## src/rtl/ssd_pkg.sv

```systemverilog
package ssd_pkg;

  // Controller phases; the pulldown is driven only in SSD_PULL.
  typedef enum logic [1:0] {
    SSD_IDLE    = 2'd0,
    SSD_PULL    = 2'd1,
    SSD_RECOVER = 2'd2
  } ssd_state_e;

endpackage

```

## src/rtl/ssd_rst_sync.sv

```systemverilog
module ssd_rst_sync #(
  parameter int STAGES = 2
) (
  input  logic clk,
  input  logic rst_n,
  output logic rst_sync_n
);

  logic [STAGES-1:0] sync_q;

  always_ff @(posedge clk or negedge rst_n) begin
    if (!rst_n) sync_q <= '0;
    else        sync_q <= {sync_q[STAGES-2:0], 1'b1};
  end

  assign rst_sync_n = sync_q[STAGES-1];

endmodule

```

## src/rtl/ssd_fsm.sv

```systemverilog
module ssd_fsm
  import ssd_pkg::*;
(
  input  logic       clk,
  input  logic       rst_n,
  input  logic       trip,
  input  logic       pin_hi,
  output ssd_state_e state_o,
  output logic       pull_en,
  output logic       entry_now,
  output logic       entry_pulse
);

  ssd_state_e state_q, state_d;
  logic       pulse_q, pulse_d;

  // Next-state logic
  always_comb begin
    state_d = state_q;
    unique case (state_q)
      SSD_IDLE:    if (trip) state_d = SSD_PULL;
      SSD_PULL:    if (!pin_hi) state_d = SSD_RECOVER;
      SSD_RECOVER: begin
        if (trip)        state_d = SSD_PULL;
        else if (pin_hi) state_d = SSD_IDLE;
      end
      default:     state_d = SSD_IDLE;
    endcase
  end

  assign entry_now = (state_d == SSD_PULL) && (state_q != SSD_PULL);
  assign pulse_d   = entry_now;

  // State registers
  always_ff @(posedge clk or negedge rst_n) begin
    if (!rst_n) begin
      state_q <= SSD_IDLE;
      pulse_q <= 1'b0;
    end else begin
      state_q <= state_d;
      pulse_q <= pulse_d;
    end
  end

  assign state_o     = state_q;
  assign pull_en     = (state_q == SSD_PULL);
  assign entry_pulse = pulse_q;

endmodule

```

## src/rtl/ssd_fault_count.sv

```systemverilog
module ssd_fault_count #(
  parameter int CNT_W = 4
) (
  input  logic             clk,
  input  logic             rst_n,
  input  logic             inc,
  output logic [CNT_W-1:0] count
);

  localparam logic [CNT_W-1:0] CNT_MAX = '1;

  logic [CNT_W-1:0] cnt_q, cnt_d;
  logic             cnt_en;

  assign cnt_en = inc && (cnt_q != CNT_MAX);
  assign cnt_d  = cnt_q + CNT_W'(1);

  always_ff @(posedge clk or negedge rst_n) begin
    if (!rst_n)      cnt_q <= '0;
    else if (cnt_en) cnt_q <= cnt_d;
  end

  assign count = cnt_q;

endmodule

```

## src/rtl/ssd_gate_mask.sv

```systemverilog
module ssd_gate_mask #(
  parameter int LEGS = 3
) (
  input  logic            kill,
  input  logic [LEGS-1:0] hi_req,
  input  logic [LEGS-1:0] lo_req,
  output logic [LEGS-1:0] hi_drv,
  output logic [LEGS-1:0] lo_drv
);

  for (genvar g = 0; g < LEGS; g++) begin : g_leg
    assign hi_drv[g] = hi_req[g] & ~kill;
    assign lo_drv[g] = lo_req[g] & ~kill;
  end

endmodule

```

## src/rtl/smart_shutdown_ctrl.sv

```systemverilog
module smart_shutdown_ctrl
  import ssd_pkg::*;
#(
  parameter int LEGS       = 3,
  parameter int CNT_W      = 4,
  parameter int RST_STAGES = 2
) (
  input  logic             clk,
  input  logic             rst_n,
  input  logic             cmp_trip,
  input  logic             sd_pin_lvl,
  input  logic [LEGS-1:0]  gate_hi_req,
  input  logic [LEGS-1:0]  gate_lo_req,
  output logic             sd_pull_en,
  output logic             gate_kill,
  output logic [LEGS-1:0]  gate_hi_drv,
  output logic [LEGS-1:0]  gate_lo_drv,
  output logic             fault_pulse,
  output logic [CNT_W-1:0] fault_count
);

  logic       rst_core_n;
  ssd_state_e fsm_state;
  logic       entry_now;

  ssd_rst_sync #(.STAGES(RST_STAGES)) u_rst_sync (
    .clk        (clk),
    .rst_n      (rst_n),
    .rst_sync_n (rst_core_n)
  );

  ssd_fsm u_fsm (
    .clk         (clk),
    .rst_n       (rst_core_n),
    .trip        (cmp_trip),
    .pin_hi      (sd_pin_lvl),
    .state_o     (fsm_state),
    .pull_en     (sd_pull_en),
    .entry_now   (entry_now),
    .entry_pulse (fault_pulse)
  );

  ssd_fault_count #(.CNT_W(CNT_W)) u_count (
    .clk   (clk),
    .rst_n (rst_core_n),
    .inc   (entry_now),
    .count (fault_count)
  );

  // Preferential path: the comparator blanks the gates without a register.
  assign gate_kill = cmp_trip | ~sd_pin_lvl | (fsm_state != SSD_IDLE);

  ssd_gate_mask #(.LEGS(LEGS)) u_mask (
    .kill   (gate_kill),
    .hi_req (gate_hi_req),
    .lo_req (gate_lo_req),
    .hi_drv (gate_hi_drv),
    .lo_drv (gate_lo_drv)
  );

endmodule

```

## config.mk

```make
export PLATFORM = sky130hd
export DESIGN_NAME = smart_shutdown_ctrl
export DESIGN_NICKNAME = d
export VERILOG_FILES = /design/src/rtl/ssd_pkg.sv /design/src/rtl/ssd_rst_sync.sv /design/src/rtl/ssd_fsm.sv /design/src/rtl/ssd_fault_count.sv /design/src/rtl/ssd_gate_mask.sv /design/src/rtl/smart_shutdown_ctrl.sv
export SDC_FILE = /design/constraint.sdc
export NUM_CORES = 1
export LEC_CHECK = 0
export ABC_AREA = 1
export CAP_MARGIN = 10
export CORE_AREA = 2 2 39 41
export DETAILED_ROUTE_END_ITERATION = 10
export DIE_AREA = 0 0 41 43
export GPL_ROUTABILITY_DRIVEN = 0
export PLACE_DENSITY = 0.78
export SLEW_MARGIN = 10
export SYNTH_ARGS = -nofsm -noshare
export SYNTH_HDL_FRONTEND = slang
export SYNTH_SLANG_ARGS = --single-unit
export TNS_END_PERCENT = 100
```

## constraint.sdc

```tcl
create_clock -name clk -period 1.3 [get_ports clk]
set_clock_uncertainty 0.2 [all_clocks]
set_input_delay 0.325 -clock clk [delete_from_list [all_inputs] [get_ports clk]]
set_output_delay 0.325 -clock clk [all_outputs]
set_load 0.1 [all_outputs]
```

==> results of run 1 <==
## worst min-delay path by stage
stage               slack [ps]  cells after the start                   end
floorplan                 -170                      0  u_rst_sync.sync_q[0]
global placement           -90                      0      u_count.count[1]
detailed placement         -90                      0      u_count.count[1]
CTS                         20                      1  u_rst_sync.sync_q[1]
global route                 7                      1  u_rst_sync.sync_q[1]
finish                      20                      1  u_rst_sync.sync_q[1]
## worst register-to-register path, stage by stage (launching register included)
cell and delay, ps:
dfrtp_4 500, buf_6 130, ha_4 160, nand3_4 80, nand2_8 90, xnor2_2 140
## kinds of logic after synthesis
group / share of synthesized area, %
AO/OA/AOI/OAI: 3.31
XOR/XNOR: 3.87
adder cells (fa/ha/maj): 2.76
buffers and inverters: 11.6
flip-flops: 49.7
other: 0.828
AND/OR/NAND/NOR: 27.9
## cell type report
| cell class | count | area (sq um) | area share, % |
|---|---|---|---|
| timing repair buffer | 36 | 490 | 43.7 |
| tap | 16 | 20.0 | 1.79 |
| multi-input combinational | 31 | 289 | 25.8 |
| clock buffer | 4 | 26.3 | 2.34 |
| sequential | 9 | 236 | 21.1 |
| inverter | 14 | 58.8 | 5.25 |
## sequential cells by signal, indices dropped and copies added, names as in the netlist
register	count
u_fsm.state_o	2
u_count.count	4
u_rst_sync.sync_q	2
u_fsm.entry_pulse	1
## cells in the final DEF (no fill, tap or decap), types with 2 or more instances in the layout
master | synthesis | layout
dlygate4sd2_1 | 0 | 2
nand2_1 | 11 | 7
inv_2 | 2 | 3
nand2_2 | 1 | 3
buf_12 | 0 | 14
inv_1 | 12 | 9
dfrtp_2 | 0 | 3
nor2_4 | 1 | 7
buf_6 | 0 | 6
dfrtp_4 | 0 | 2
nand2_4 | 1 | 2
clkbuf_4 | 0 | 3
dfrtp_1 | 9 | 4
buf_4 | 0 | 6
clkdlybuf4s50_1 | 0 | 7
## report_power, final
group,switching [mW],internal [mW]
Clock,0.103,0.118
Combinational,1.00,0.683
Sequential,0.0859,0.385
## layer usage
| metal | up-vias | global-route usage [%] | wire length (microns) |
|---|---|---|---|
| met5 | - | 0 | 0 |
| met4 | 0 | 11.3 | 46 |
| met3 | 6 | 8.90 | 68 |
| met2 | 14 | 32.5 | 790 |
| met1 | 229 | 20.2 | 496 |
| li1 | 241 | - | - |
## metrics by stage
stage / power (mW) / utilization, % / cell area (sq um) / TNS, ps / hold slack [ps]
floorplan: 1.35 / - / 534 / -6400 / -171
global placement: 1.82 / 67.0 / 927 / -6990 / -92.8
detailed placement: 1.85 / 67.0 / 927 / -7300 / -89.4
CTS: 2.33 / 79.0 / 1090 / -5110 / 18.7
global route: 2.49 / 81.0 / 1120 / -6170 / 7.30
finish: 2.38 / 81.0 / 1120 / -5230 / 25.0
## repair_timing
item / in CTS / in global routing
resized for setup: 13 / 7
hold buffers: 1 / 0
setup endpoints to repair: 18 / 17
endpoints found under the hold margin: 7 / 0
buffers inserted: 10 / 0
pin swaps: 12 / 1
==> implementation parameters, run 1 <==
Parameter                              Value

Outcome
  Result of the run    finished, violations left
  Violated checks    setup timing

Timing
  Min Clock Period, post-route    1850 ps
  Setup repair after global routing missed its margin    true
  Final setup fails    18
  Final Cycle Share    143%
  Fin. Hold Viols    0
  Achievable Freq    539 MHz
  Count of final max-slew check failures    0
  Least setup slack across all paths after layout    -554 ps

Synth
  Count leader, synth    inv_1
  Post-synthesis sequential area ratio    49.7%
  Cell taking the most area after synthesis    dfrtp_1
  Yosys synthesis warning count    0
  Top post-synthesis cells by area    dfrtp_1, inv_1, nand2_1
  Syn Area/Cell    8.39 sq um
  Share of synthesized flip-flops with an asynchronous set or reset    100%
  Top cell types by occurrence after synthesis    inv_1, nand2_1, dfrtp_1
  Instance count of the mapped netlist    54
  Top_reg_cell synth    dfrtp_1
  Portion of synthesized cell area occupied by the leading cell type    49.7%
  Number of enable-type register cells in the synthesized netlist    0
  Count of different cell masters after synthesis    18
  Total of flip-flops plus latches after synthesis    9
  Net count after synthesis    65
  Synth Cell Area    453 sq um

Die
  Core area    1380 sq um
  Area of the die    1760 sq um
  Die X    41 microns
  Num rows    14
  Top Ports    23
  Effective utilization at floorplan    32.7%
  Die outline height    43 microns

Worst setup path
  Type of origin of the critical path    flip-flop
  Worst r2r dst    u_count.count[0]
  Category of the critical setup timing path    reg2out
  Largest stage delay on the critical path    400 ps
  Cell depth of the worst setup path    5
  Startpoint of the most critical register-to-register path    u_count.count[1]
  Worst path cell trace    inv_2 > nand4_4 > buf_12 > nor2_4 > buf_12
  Crit path buffers/inverters    3
  Data arrival time of the worst path    1330 ps
  Slowest library cell on the worst path    dfrtp_1
  Data required time of the worst path    770 ps
  Family with the most delay on the worst path    buffers and inverters
  Element type at the critical path end    primary output
  Launch point of the worst path    u_fsm.state_o[0]
  Worst-case reg-to-reg path depth    5
  Largest fanout on the critical path    6
  Worst reg-to-reg setup slack    -120 ps
  Capturing element of the worst setup path    gate_hi_drv[1]
  Top cell by count, worst path    buf_12

Layout
  Count of placed standard cells in the final layout, fillers left out    110
  Total Nets Final    106
  Ratio of cells with drive above 1 in the final layout    60.6%
  Antenna Diode Count    0
  Area grow syn2layout    148%
  Filler cells    74

Job
  Count of max-cap constraint violations    0

Power
  Maximum resistive drop on vdd    0.00240 V
  Power per standard cell area    2120 nW/um^2
  Pleak    0.504 nW

Global route
  Global Route Usage Sum    20.2%
  Congestion Overflow GR    0
  Vias in the first global route    496
  Number of antenna violations at the first check in global routing    0
  Pin count of the biggest net entering global routing    8
  Global-route wire length before repair    2210 microns

CTS
  H-tree Lvls    1
  Worst-path clk slew    50 ps
  Max clock buf depth    2
  Root Driver    clkbuf_4
  Number of sinks on the clock net    9
  Total clock buffers created by CTS    3
  Clock tree from TritonCTS    done
  Insertion delay to the later sink of the worst-skew pair    270 ps

Drt
  Number of vias per cell after detailed routing    4.45
  Residual DRC count    0
  Total via count in the routed design    490
  Drt initial violations    4
  Final routed wirelength across all metal layers    1400 microns
  Routed wire per std cell    12.7 microns
  Count of antenna-violating nets left after detailed routing    0
  First-pass DRT Iterations    4

Placement
  Worst slack after detailed placement    -737 ps
  Number of I/O port buffers    22
  Dpl hpwl    966 microns
  Post-Place Cells    95

Hold path
  Class of the tightest hold or removal check    in2async
(Power assumes the default switching activity.)
==> run 2, diff against run 1 <==
- GPL_TIMING_DRIVEN: unset -> 0
==> run 2 against run 1 <==
The flow still finishes with violations (setup timing); maximum frequency up 0.65%; global-route usage fell by 3.8 points; first-iteration DRC count increased by 75%; worst hold slack gained 0.93 ps; core utilization shrank 4.2 points; largest cell class unchanged; die area stayed put; largest power group unchanged.
==> implementation parameters, run 2 (synthesis results as in run 1) <==
Parameter                              Value

Outcome
  Result of the run    finished, violations left (unchanged)
  Violated checks    setup timing (unchanged)

Drt
  Residual DRC count    0 (unchanged)
  Routed wire per std cell    13.5 microns (was 12.7 microns)
  Wire length on met1    510 microns (was 496 microns)
  Amount of wire on met2 after detailed routing    811 microns (was 790 microns)
  Count of antenna-violating nets left after detailed routing    0 (unchanged)
  Drt initial violations    7 (was 4)
  First-pass DRT Iterations    4 (unchanged)
  Length of routed met3 wiring    43 microns (was 68 microns)
  Total via count in the routed design    475 (was 490)
  Final routed wirelength across all metal layers    1430 microns (was 1400 microns)
  Number of vias per cell after detailed routing    4.48 (was 4.45)
  Top layer reached by signal wires    met4 (unchanged)

Timing
  Min Clock Period, post-route    1840 ps (was 1850 ps)
  Setup repair after global routing missed its margin    true (unchanged)
  Final setup fails    17 (was 18)
  Final Cycle Share    142% (was 143%)
  Least setup slack across all paths after layout    -542 ps (was -554 ps)
  Count of final max-slew check failures    0 (unchanged)
  Achievable Freq    543 MHz (was 539 MHz)
  Fin. Hold Viols    0 (unchanged)

Worst setup path
  Crit path buffers/inverters    3 (unchanged)
  Family with the most delay on the worst path    buffers and inverters (unchanged)
  Startpoint of the most critical register-to-register path    u_count.count[0] (was u_count.count[1])
  Largest fanout on the critical path    7 (was 6)
  Data required time of the worst path    770 ps (about the same)
  Top cell by count, worst path    buf_12 (unchanged)
  Worst path cell trace    inv_2 > nand4_4 > buf_12 > nor2_4 > buf_12 (unchanged)
  Slowest library cell on the worst path    dfrtp_1 (unchanged)
  Category of the critical setup timing path    reg2out (unchanged)
  Launch point of the worst path    u_fsm.state_o[0] (unchanged)
  Type of origin of the critical path    flip-flop (unchanged)
  Data arrival time of the worst path    1320 ps (was 1330 ps)
  Largest stage delay on the critical path    400 ps (about the same)
  Element type at the critical path end    primary output (unchanged)

Layout
  Ratio of cells with drive above 1 in the final layout    57.8% (was 60.6%)
  Finished Cell Area    1060 sq um (was 1120 sq um)
  Total Nets Final    102 (was 106)
  Number of flip-flops under the largest register name    4 (unchanged)
  Most common cell after layout, fill and taps aside    buf_12 (unchanged)
  Filler cells    93 (was 74)
  Antenna Diode Count    0 (unchanged)
  Area of the multi-input gates    275 sq um (was 289 sq um)
  Area grow syn2layout    135% (was 148%)
  Register cell area after layout    236 sq um (unchanged)
  Commonest cells after routing, fill and taps aside    buf_12, inv_1, nand2_1, nor2_4, clkdlybuf4s50_1 (unchanged)

CTS
  Clock tree from TritonCTS    done (unchanged)
  Max clock buf depth    2 (unchanged)
  H-tree Lvls    1 (unchanged)
  Total clock buffers created by CTS    3 (unchanged)
  Root Driver    clkbuf_4 (unchanged)
  Worst-path clk slew    60 ps (was 50 ps)
  Number of sinks on the clock net    9 (unchanged)
  Insertion delay to the later sink of the worst-skew pair    250 ps (was 270 ps)

Power
  Total power of the final layout    2.32 mW (was 2.38 mW)
  Pleak    0.473 nW (was 0.504 nW)
  Power per standard cell area    2180 nW/um^2 (was 2120 nW/um^2)
  Maximum resistive drop on vdd    0.00199 V (was 0.00240 V)

Global route
  Global Route Usage Sum    16.4% (was 20.2%)
  Congestion Overflow GR    0 (unchanged)
  Global-route wire length before repair    1870 microns (was 2210 microns)
  Number of antenna violations at the first check in global routing    0 (unchanged)
  Pin count of the biggest net entering global routing    8 (unchanged)
  Vias in the first global route    460 (was 496)

Placement
  Dpl hpwl    778 microns (was 966 microns)
  Number of I/O port buffers    22 (unchanged)
  Post-Place Cell Area    774 sq um (was 927 sq um)

Hold path
  Class of the tightest hold or removal check    in2async (unchanged)

Job
  Count of max-cap constraint violations    0 (unchanged)

Die
  Top Ports    23 (unchanged)
  Effective utilization at floorplan    32.7% (unchanged)
  Num rows    14 (unchanged)
  Die X    41 microns (unchanged)
  Area of the die    1760 sq um (unchanged)
  Die outline height    43 microns (unchanged)
  Core area    1380 sq um (unchanged)
==> run 2: cell types whose count changed in the layout (fill, tap and decap cells not counted), sizes merged <==
cell  previous run  this run
buf             26        22
==> run 2: what timing repair did <==
action / 4_1_cts / 5_1_grt
buffers inserted: 7 / 2
setup endpoints to repair: 13 / 17
endpoints found under the hold margin: 7 / 0
gates resized for setup: 116 / 14
hold buffers: 1 / 0
pin swaps: 7 / 4
==> run 2: area by class of cell <==
class | instances | area share (%)
clock buffers | 4 | 2.47
inverters | 14 | 5.54
multi-input cells | 31 | 25.9
flip-flops and latches | 9 | 22.3
well taps | 16 | 1.88
repair buffers | 32 | 41.9
==> run 2: per-stage QoR <==
stage / util, % / TNS, ps / worst slack [ps] / cells / hold WS, ps
4_1_cts: 71.5 / -4900 / -526 / 104 / 22.7
3_3_place_gp: 56.0 / -17120 / -1650 / 92 / -86.6
5_1_grt: 76.8 / -5660 / -591 / 106 / 22.9
3_5_place_dp: 56.0 / -17310 / -1660 / 92 / -79.6
2_1_floorplan: - / -6400 / -902 / 54 / -171
6_report: 76.8 / -4980 / -542 / 106 / 25.9
==> run 2: power breakdown <==
part | internal (mW) | leakage [nW] | switching [mW]
Sequential | 0.385 | 0.105 | 0.0861
Combinational | 0.638 | 0.352 | 0.991
Clock | 0.118 | 0.0150 | 0.0994
Total | 1.14 | 0.473 | 1.18
==> run 2: worst paths after layout <==
| check | to | slack [ps] | depth (start not counted) |
|---|---|---|---|
| worst min-delay path | u_rst_sync.sync_q[0] | 30 | 1 |
| min in group clk | u_rst_sync.sync_q[1] | 160 | 0 |
| max in group asynchronous | u_count.count[1] | 190 | 1 |
| worst max register to register | u_count.count[2] | -150 | 6 |
| worst max-delay path | gate_hi_drv[2] | -540 | 5 |
| worst min register to register | u_rst_sync.sync_q[1] | 160 | 0 |
==> run 2: per-layer routing <==
metal	up-vias	global-route usage (%)
met2	13	27.8
met4	0	8.67
met1	224	17.8
met3	6	3.14
met5	-	0
li1	232	-
==> run 3, diff against run 2 <==
- REMOVE_ABC_BUFFERS: unset -> 1
==> run 3 against run 2 <==
Critical path depth unchanged; first-iteration DRC count down 29%; non-clock buffer count up 7; the flow still finishes with violations (setup timing); critical path type unchanged; sequential cell count unchanged; register-to-register slack better by 70 ps; largest power group unchanged; total power down 1.3%; sequential share of layout area down 0.72 points; maximum frequency down 0.50%; via count up 6.9%.
==> implementation parameters, run 3 (synthesis results as in run 1) <==
Parameter                              Value

Power
  Pleak    0.512 nW (was 0.473 nW)
  Gate power share    70.3% (about the same)
  Maximum resistive drop on vdd    0.00215 V (was 0.00199 V)
  Part of the total power dissipated in sequential elements    20.4% (was 20.3%)
  Switching power of the nets    1.15 mW (was 1.18 mW)
  Power per standard cell area    2140 nW/um^2 (was 2180 nW/um^2)
  Internal power    1.14 mW (about the same)
  Clock share of power    9.3% (was 9.4%)
  Switch share    50.3% (was 50.8%)

Timing
  Min Clock Period, post-route    1850 ps (was 1840 ps)
  Setup repair after global routing missed its margin    true (unchanged)
  Final-layout worst hold slack    14.6 ps (was 25.9 ps)
  Fin. Hold Viols    0 (unchanged)
  Final Cycle Share    142% (about the same)
  Achievable Freq    540 MHz (was 543 MHz)
  Final setup fails    17 (unchanged)
  Count of final max-slew check failures    0 (unchanged)
  Least setup slack across all paths after layout    -552 ps (was -542 ps)

Drt
  Total via count in the routed design    508 (was 475)
  Drt initial violations    5 (was 7)
  Residual DRC count    0 (unchanged)
  Final routed wirelength across all metal layers    1590 microns (was 1430 microns)
  Number of vias per cell after detailed routing    4.50 (was 4.48)
  Count of antenna-violating nets left after detailed routing    0 (unchanged)
  Routed wire per std cell    14.1 microns (was 13.5 microns)
  First-pass DRT Iterations    4 (unchanged)

Die
  Core area    1380 sq um (unchanged)
  Top Ports    23 (unchanged)
  Die X    41 microns (unchanged)
  Area of the die    1760 sq um (unchanged)
  Die outline height    43 microns (unchanged)
  Num rows    14 (unchanged)
  Effective utilization at floorplan    32.7% (unchanged)

Layout
  Filler cells    85 (was 93)
  Count of placed standard cells in the final layout, fillers left out    113 (was 106)
  Area grow syn2layout    136% (was 135%)
  Ratio of cells with drive above 1 in the final layout    59.8% (was 57.8%)
  Area of the multi-input gates    249 sq um (was 275 sq um)
  Finished Cell Area    1070 sq um (was 1060 sq um)
  Number of flip-flops under the largest register name    4 (unchanged)
  Register cell area after layout    230 sq um (was 236 sq um)
  Antenna Diode Count    0 (unchanged)
  Total Nets Final    109 (was 102)
  Most common cell after layout, fill and taps aside    buf_4 (was buf_12)
  Commonest cells after routing, fill and taps aside    buf_4, buf_12, nand2_1, inv_1 (was buf_12, inv_1, nand2_1, nor2_4, clkdlybuf4s50_1)

Worst setup path
  Largest fanout on the critical path    7 (unchanged)
  Element type at the critical path end    primary output (unchanged)
  Family with the most delay on the worst path    buffers and inverters (unchanged)
  Worst-case reg-to-reg path depth    5 (was 6)
  Largest stage delay on the critical path    390 ps (was 400 ps)
  Startpoint of the most critical register-to-register path    u_fsm.state_o[0] (was u_count.count[0])
  Slowest library cell on the worst path    dfrtp_1 (unchanged)
  Type of origin of the critical path    flip-flop (unchanged)
  Data arrival time of the worst path    1330 ps (was 1320 ps)
  Data required time of the worst path    770 ps (about the same)
  Top cell by count, worst path    buf_12 (unchanged)
  Crit path buffers/inverters    3 (unchanged)
  Worst path cell trace    inv_2 > nand4_4 > buf_12 > nor2_4 > buf_12 (unchanged)
  Worst reg-to-reg setup slack    -80 ps (was -150 ps)
  Worst r2r dst    u_count.count[0] (was u_count.count[2])
  Category of the critical setup timing path    reg2out (unchanged)

CTS
  Insertion delay to the later sink of the worst-skew pair    260 ps (was 250 ps)
  Root Driver    clkbuf_4 (unchanged)
  Clock tree from TritonCTS    done (unchanged)
  Worst-path clk slew    60 ps (about the same)
  H-tree Lvls    1 (unchanged)
  Number of sinks on the clock net    9 (unchanged)
  Max clock buf depth    2 (unchanged)
  Total clock buffers created by CTS    3 (unchanged)

Job
  Count of max-cap constraint violations    0 (unchanged)

Global route
  Vias in the first global route    505 (was 460)
  Congestion Overflow GR    0 (unchanged)
  Global Route Usage Sum    19.8% (was 16.4%)
  Pin count of the biggest net entering global routing    8 (unchanged)
  Global-route wire length before repair    2280 microns (was 1870 microns)
  Number of antenna violations at the first check in global routing    0 (unchanged)

Outcome
  Violated checks    setup timing (unchanged)
  Result of the run    finished, violations left (unchanged)

Placement
  Post-Place Cell Area    693 sq um (was 774 sq um)
  Post-Place Cells    92 (unchanged)
  Number of I/O port buffers    22 (unchanged)
  Dpl hpwl    761 microns (was 778 microns)

Hold path
  Class of the tightest hold or removal check    in2async (unchanged)
## run 3: cell count changes in the layout (fill, tap and decap cells not counted), sizes merged
cell,change
buf,+7
clkinvlp,-1
inv,+1
clkinv,+1
clkbuf,-1
## run 3: worst max-delay path by stage
stage	cells past startpoint	slack [ps]	from	to
6_report	5	-550	u_fsm.state_o[0]	gate_hi_drv[2]
5_1_grt	5	-610	u_fsm.state_o[0]	gate_hi_drv[2]
2_1_floorplan	3	-1910	u_fsm.state_o[0]	gate_hi_drv[0]
4_1_cts	5	-560	u_fsm.state_o[0]	gate_hi_drv[0]
3_5_place_dp	4	-1540	sd_pin_lvl	gate_lo_drv[0]
3_3_place_gp	4	-1550	sd_pin_lvl	gate_lo_drv[0]
## run 3: repair_timing
| action | in CTS | in global routing |
|---|---|---|
| gates resized for setup | 139 | 6 |
| setup buffers | 11 | 5 |
| pin swaps | 7 | 5 |
| endpoints found under the hold margin | 7 | 0 |
| hold buffers | 1 | 0 |
| endpoints found under the setup margin | 17 | 18 |
## run 3: final cells by class
class                      count  area share, %
tap                           16           1.87
clock inverter                 1          0.468
sequential                     9           21.5
inverter                      14           4.92
multi-input combinational     31           23.3
timing repair buffer          39           45.8
clock buffer                   3           2.11
## run 3: through the flow
| step | total power [mW] | setup slack [ps] | util (%) | TNS [ps] |
|---|---|---|---|---|
| after detailed placement | 1.50 | -1540 | 50.1 | -16460 |
| after global placement | 1.49 | -1550 | 50.1 | -16310 |
| final | 2.29 | -552 | 77.2 | -4810 |
| after floorplan | 1.26 | -1910 | - | -15620 |
| after CTS | 2.13 | -555 | 72.8 | -4480 |
| after global routing | 2.38 | -606 | 77.2 | -5610 |
## run 3: metal layers
layer / track usage (%) / wire, microns / vias to the layer above / share of wire [%]
met3: 6.28 / 53 / 4 / 3.3
met4: 4.00 / 18 / 0 / 1.1
li1: - / - / 243 / -
met2: 35.6 / 912 / 15 / 57
met5: 0 / 0 / - / 0
met1: 21.1 / 608 / 246 / 38
## run 3: power by group through the flow
stage                     Clock (mW)  Sequential [mW]  Combinational (mW)
after floorplan                    0            0.914               0.342
after global placement             0            0.464                1.02
after detailed placement           0            0.471                1.03
after CTS                      0.221            0.461                1.45
after global routing           0.228            0.479                1.67
final                          0.213            0.466                1.61
